--- src/rtl/tsf_pkg.sv ---
package tsf_pkg;
  // write map
  localparam int ADDR_LOAD_LO = 0;
  localparam int ADDR_LOAD_HI = 1;
  localparam int ADDR_CLEAR   = 2;
  // read map
  localparam int ADDR_LIVE_LO = 0;
  localparam int ADDR_LIVE_HI = 1;

  typedef struct packed {
    logic stageLo;
    logic reload;
    logic clear;
    logic rdLo;
    logic rdHi;
    logic rdAny;
  } tsfStrobes_t;
endpackage

--- src/rtl/tsf_ctrl.sv ---
module tsf_ctrl
  import tsf_pkg::*;
#(
  parameter int ADDR_W = 3
) (
  input  logic              clk,
  input  logic              rstN,
  input  logic              wrEn,
  input  logic [ADDR_W-1:0] wrAddr,
  input  logic              wrMsb,
  input  logic              rdEn,
  input  logic [ADDR_W-1:0] rdAddr,
  output tsfStrobes_t       strb
);
  logic hiMsbQ;
  logic hiWrite;

  assign hiWrite = wrEn && (wrAddr == ADDR_W'(ADDR_LOAD_HI));

  // remembers the top bit of the last high-word write
  always_ff @(posedge clk or negedge rstN) begin
    if (!rstN) hiMsbQ <= 1'b0;
    else if (hiWrite) hiMsbQ <= wrMsb;
  end

  always_comb begin
    strb.stageLo = wrEn && (wrAddr == ADDR_W'(ADDR_LOAD_LO));
    strb.clear   = wrEn && (wrAddr == ADDR_W'(ADDR_CLEAR));
    strb.reload  = hiWrite && hiMsbQ && !wrMsb;
    strb.rdLo    = rdEn && (rdAddr == ADDR_W'(ADDR_LIVE_LO));
    strb.rdHi    = rdEn && (rdAddr == ADDR_W'(ADDR_LIVE_HI));
    strb.rdAny   = rdEn;
  end
endmodule

--- src/rtl/tsf_datapath.sv ---
module tsf_datapath
  import tsf_pkg::*;
#(
  parameter int WORD_W = 32
) (
  input  logic                clk,
  input  logic                rstN,
  input  logic                tick,
  input  tsfStrobes_t         strb,
  input  logic [WORD_W-1:0]   wrWord,
  output logic [WORD_W-1:0]   rdData,
  output logic [2*WORD_W-1:0] count
);
  localparam int TIMER_W = 2 * WORD_W;

  logic [WORD_W-1:0]  stageLo;
  logic [WORD_W-1:0]  shadowHi;
  logic [TIMER_W-1:0] loadVal;

  // the commit write supplies bits 62:32, bit 63 is forced low
  assign loadVal = {1'b0, wrWord[WORD_W-2:0], stageLo};

  // clear > reload > tick
  always_ff @(posedge clk or negedge rstN) begin
    if (!rstN)            count <= '0;
    else if (strb.clear)  count <= '0;
    else if (strb.reload) count <= loadVal;
    else if (tick)        count <= count + TIMER_W'(1);
  end

  always_ff @(posedge clk or negedge rstN) begin
    if (!rstN) stageLo <= '0;
    else if (strb.stageLo) stageLo <= wrWord;
  end

  always_ff @(posedge clk or negedge rstN) begin
    if (!rstN) shadowHi <= '0;
    else if (strb.rdLo) shadowHi <= count[TIMER_W-1:WORD_W];
  end

  always_ff @(posedge clk or negedge rstN) begin
    if (!rstN) rdData <= '0;
    else if (strb.rdAny) begin
      if (strb.rdLo)      rdData <= count[WORD_W-1:0];
      else if (strb.rdHi) rdData <= shadowHi;
      else                rdData <= '0;
    end
  end
endmodule

--- src/rtl/tsf_timer.sv ---
module tsf_timer
  import tsf_pkg::*;
#(
  parameter int WORD_W = 32,
  parameter int ADDR_W = 3
) (
  input  logic                clk,
  input  logic                rstN,
  input  logic                tick,
  input  logic                wrEn,
  input  logic [ADDR_W-1:0]   wrAddr,
  input  logic [WORD_W-1:0]   wrData,
  input  logic                rdEn,
  input  logic [ADDR_W-1:0]   rdAddr,
  output logic [WORD_W-1:0]   rdData,
  output logic [2*WORD_W-1:0] tsfValue
);
  tsfStrobes_t strb;

  tsf_ctrl #(.ADDR_W(ADDR_W)) uCtrl (
    .clk(clk), .rstN(rstN), .wrEn(wrEn), .wrAddr(wrAddr),
    .wrMsb(wrData[WORD_W-1]), .rdEn(rdEn), .rdAddr(rdAddr), .strb(strb)
  );

  tsf_datapath #(.WORD_W(WORD_W)) uData (
    .clk(clk), .rstN(rstN), .tick(tick), .strb(strb),
    .wrWord(wrData), .rdData(rdData), .count(tsfValue)
  );
endmodule

--- config.mk ---
export PLATFORM = sky130hd
export DESIGN_NAME = tsf_timer
export DESIGN_NICKNAME = d
export VERILOG_FILES = /design/src/rtl/tsf_pkg.sv /design/src/rtl/tsf_ctrl.sv /design/src/rtl/tsf_datapath.sv /design/src/rtl/tsf_timer.sv
export SDC_FILE = /design/constraint.sdc
export NUM_CORES = 1
export LEC_CHECK = 0
export BUFFER_PORTS_ARGS = -buffer_cell sky130_fd_sc_hd__buf_2
export CORE_MARGIN = 2
export CORE_UTILIZATION = 35
export DETAILED_ROUTE_END_ITERATION = 10
export REMOVE_ABC_BUFFERS = 1
export SYNTH_ARGS = -nofsm -noshare
export SYNTH_HDL_FRONTEND = slang
export SYNTH_SLANG_ARGS = --single-unit
--- constraint.sdc ---
create_clock -name clk -period 2.18 [get_ports clk]
set_input_delay 0.109 -clock clk [delete_from_list [all_inputs] [get_ports clk]]
set_output_delay 0.109 -clock clk [all_outputs]
set_load 0.02 [all_outputs]
== Word-level counts from Yosys, hierarchy flattened ==
Cells that the tools add are included.

* Register bits: 161
* Input bits: 43
* Output and inout port bits: 96
* Word-level logic and storage cells: 25

* $add $sub $neg: 1
* Eq/ne operators: 3
* Multiplexer cells: 5
* Reduce and logical (&&, ||, !) cells: 11

{| class="wikitable"
|+ Operator list
! kind !! count
|-
| $mux 64 || 3
|-
| $add 64x1->64 const B || 1
|-
| $mux 32 || 2
|-
| $logic_and 1x1->1 || 7
|-
| $eq 3x1->1 const B || 2
|-
| $logic_not 3->1 || 2
|-
| $eq 3x2->1 const B || 1
|-
| $reduce_bool 3->1 || 1
|-
| $logic_not 1->1 || 1
|}

== Logic depth before layout (Yosys ltp) ==
* Word-level depth: 6
* Mapped depth: 8
* Mapped depth without buffers: 7

== By module ==
Synthesis repeated with hierarchy kept, for this count alone.

* Cells, all modules: 867
* Area total of the unflattened synthesis: 8,358.0 sq um

{| class="wikitable"
|+ Modules (own cells, without submodules)
! module !! times used !! cells each !! area an instance (sq um) !! sequential area each (sq um)
|-
| tsf_datapath || 1 || 856 || 8,242.9 || 4,003.8
|-
| tsf_ctrl || 1 || 11 || 115.1 || 25.0
|}

== Worst setup path after synthesis ==
No wires, ideal clock.

* Path kind: register -> register
* Start: register uData.count[0]
* End: register uData.count[62]
* Setup time: 0.104 ns
* Arrival time: 2.038 ns
* Required time: 2.076 ns
* Slack: 0.038 ns
* Stages on the path, launching flop included: 7
* Path buffers: 0
* Clock period less this slack: 2.142 ns
* Path through: dfrtp_1 -> ha_1 -> nand4_1 -> nor3_4 -> nand4_4 -> or2_1 -> o311ai_1

* Longest elaborated chain between the ends: 4

{| class="wikitable"
|+ Ends and longest elaborated chain
! item !! RTL line !! text
|-
| start, declared || tsf_datapath.sv:12 || <nowiki>output logic [2*WORD_W-1:0] count</nowiki>
|-
| start signal, assigned || tsf_datapath.sv:27 || <nowiki>else if (strb.reload) count <= loadVal;</nowiki>
|-
| start signal, assigned || tsf_datapath.sv:28 || <nowiki>else if (tick) count <= count + TIMER_W'(1);</nowiki>
|-
| $add 64x1->64 || tsf_datapath.sv:28 ||
|-
| $mux 64 || tsf_datapath.sv:28 ||
|-
| $mux 64 || tsf_datapath.sv:27 ||
|-
| $mux 64 || tsf_datapath.sv:26 || <nowiki>else if (strb.clear) count <= '0;</nowiki>
|}

Every way passes these cells. The select of a mux whose other input is x is not followed.
A chain may end at the register's enable or synchronous reset.

== Worst setup path in the final report ==
Ends and elaborated chain as after synthesis.

==> results.ini <==
[outcome]
outcome = finished, final reports clean

[sta]
worst_slew_pin_slew_ps = 806
max_freq_mhz = 475
fin_ws_ps = 76.8
setup_viol = 0
post-route-min-period_ps = 2100
finClkSkew_ps = 8.68
finalHoldViolations = 0
rsz0062_at_grt = yes
fin_tns_setup_ps = 0
drv_slew = 0
slew_headroom_pct = 46.1
timing.final.crit_share_pct = 96.5

[logic_synthesis]
synth_seq_cells = 161
synth_edf_count = 0
yosysWarnings = 0
asyncSetResetFlopFracSynth_pct = 100
synth.avg_cell_area_um2 = 10.4
synth_cell_type_count = 51
syn_inst = 758
synth-seq-area-share_pct = 50.9
ys.flop_type = dfrtp_1
syn-cell-area_um2 = 7920

[die]
die_h_um = 154
core_um2 = 22400
fp-row-count = 55
initial_core_util_pct = 35.3
top_level_ports = 139
die_width_um = 154
die_area_um2 = 23800

[global_routing]
grt_pass1_wl_mm = 38.9
grt_usage_pct = 21.1
antenna_found_initial = 0
grt-busiest-layer = met2
grt-ovfl-total = 0
use_met2_pct = 34.5
grt_max_degree = 65
met3_usage_pct = 3.75
use_met1_pct = 29.0
grt_pass1_vias = 6759

[routing]
routed_wl_mm = 24.6
drtPass1Iterations = 7
drc_errors = 0
vias_per_cell = 5.24
drt_iter0_markers = 447
ant_nets = 0
vias = 6755
post_drt_wl_per_cell_um = 19.1

[pwr]
vdd.ir_drop.worst_mv = 0.442
powerDensity_nw_per_um2 = 842
power_mw = 8.95
leakage_nw = 4.78

[worst_setup_path]
cp_data_required_time_ps = 2500
reg2reg_depth = 8
cp_max_fo = 6
path_buf_inv = 2
critPathSlowestCell = dfrtp_1
crit_path_cell_trace = ha_2, nand4_1, nor3_4, buf_12, nand4_4, or2_4, buf_4, o311ai_1
start_kind = register
cpLargestDelayFamily = simple AND/OR/NAND/NOR gates
path_class = register to register
worstSetupPathDepth = 8
cp_slowest_stage_delay_ps = 350
worstPathArrival_ps = 2430
worstSetupEndpointType = register

[clocking]
worstSkewPairLatency_ps = 430
clock_path_buffers = 2
cts-root-buf = clkbuf_16
numCtsBuffers = 17
cts_tree = done
clk_pin_slew_worst_paths_ps = 60
numClockSinks = 161
htreeDepth = 4

[job]
max-cap-violations = 0

[cells_and_area]
final_util_pct = 47.4
regArea_um2 = 4030
fill_cells = 2121
drive_above_1_share_pct = 35.5
multi_input_area_um2 = 3640
diodes = 0
nets = 1036
layout-area-overhead-vs-synth_pct = 34.2

[placement]
gp_congestion = 0.863
place_ws_ps = -116
dpl.hpwl_mm = 17.9
io_buffers = 138

[worst_hold_path]
hp-class = primary input to register
hold_path_depth = 3

-- kinds of logic after synthesis --
family,share of synthesized area [%]
AO/OA/AOI/OAI,11.5
multiplexers,9.51
flip-flops,50.9
AND/OR/NAND/NOR,17.6
XOR/XNOR,6.19
buffers and inverters,4.11
adder cells (fa/ha/maj),0.158
-- sequential cells by signal, summed over array words and instances (netlist names) --
name	cells
uData.shadowHi	32
uData.stageLo	32
uData.count	64
uData.rdData	32
uCtrl.hiMsbQ	1
-- worst register-to-register path, cell delays in order, from the launching register on --
cell and delay (ps):
dfrtp_1 350, ha_2 210, nand4_1 170, nor3_4 260, buf_12 150, nand4_4 160
or2_4 290, buf_4 150, o311ai_1 260
-- final cells by class --
cell class | instances | area share [%]
Clock buffer | 20 | 4.39
Clock inverter | 12 | 1.71
Inverter | 39 | 1.38
Multi-Input combinational cell | 515 | 34.2
Sequential cell | 161 | 37.9
Tap cell | 285 | 3.36
Timing Repair Buffer | 258 | 17.0
-- path summary, 6_finish.rpt --
| check | slack, ps | start | endpoint |
|---|---|---|---|
| setup / recovery | 80 | uData.count[0] | uData.count[62] |
| hold / removal | 70 | wrAddr[0] | uCtrl.hiMsbQ |
| setup reg to reg | 80 | uData.count[0] | uData.count[62] |
| hold reg to reg | 480 | uData.stageLo[5] | uData.count[5] |
| max in group asynchronous | 1280 | rstN | uData.count[2] |
| min in group asynchronous | 190 | rstN | uData.rdData[24] |
-- cells in the final DEF, fill, tap and decap left out, types with 9 or more instances in the layout --
cell | Yosys | routed
a22oi_1 | 33 | 33
clkbuf_16 | 0 | 17
nor2_1 | 64 | 62
nand4_1 | 28 | 28
buf_12 | 0 | 10
nand2_1 | 62 | 62
dfrtp_1 | 161 | 160
nor3_1 | 9 | 9
inv_1 | 39 | 39
mux2_2 | 66 | 66
o21ai_0 | 51 | 51
xor2_1 | 31 | 31
dlygate4sd3_1 | 0 | 33
buf_2 | 8 | 137
nand3_1 | 26 | 26
buf_4 | 0 | 77
xnor2_1 | 25 | 25
a211oi_1 | 28 | 28
-- Yosys cell counts (4+ instances only) --
library cell | instances | area (um2)
and3_1 | 8 | 50.1
nand3_1 | 26 | 130
and2_1 | 7 | 43.8
nor4_1 | 9 | 56.3
inv_1 | 39 | 146
a21oi_1 | 7 | 35.0
o21ai_0 | 51 | 255
a211oi_1 | 28 | 210
a22oi_1 | 33 | 248
o21ai_1 | 5 | 25.0
o31ai_1 | 7 | 52.6
and4_1 | 5 | 43.8
nand2_1 | 62 | 233
mux2_2 | 66 | 743
nand4_1 | 28 | 175
nor3_1 | 9 | 45.0
nor4_2 | 4 | 50.1
dfrtp_1 | 161 | 4030
clkbuf_1 | 31 | 116
nor2_1 | 64 | 240
xor2_1 | 31 | 272
buf_2 | 8 | 40.0
xnor2_1 | 25 | 219
-- timing repair --
item	in CTS	in global routing
hold endpoints to repair	104	0
pin swaps	0	2
hold buffers	33	0
gates resized for setup	2	7
setup endpoints to repair	2	12
cloned	0	0
buffers inserted	0	4
-- per-layer routing --
| layer | up-vias | share of wire [%] |
|---|---|---|
| met4 | 0 | 1.3 |
| met2 | 178 | 48 |
| met1 | 3376 | 46 |
| li1 | 3179 | - |
| met3 | 22 | 4.4 |
| met5 | - | 0 |
-- per-stage QoR --
| step | hold slack, ps | area, um2 | std cells |
|---|---|---|---|
| 6_report | 69.6 | 10600 | 1290 |
| 5_1_grt | 80.0 | 10600 | 1290 |
| 4_1_cts | 54.0 | 10600 | 1286 |
| 3_5_place_dp | 77.3 | 9580 | 1221 |
| 3_3_place_gp | 85.7 | 9580 | 1221 |
| 2_1_floorplan | -187 | 7740 | 715 |
-- power by group --
part	leakage (nW)	internal, mW	switching [mW]
combinational	2.36	0.835	1.03
clock	0.304	2.01	1.26
sequential	2.12	3.44	0.374
No activity file was read; power rests on OpenSTA's default activity.
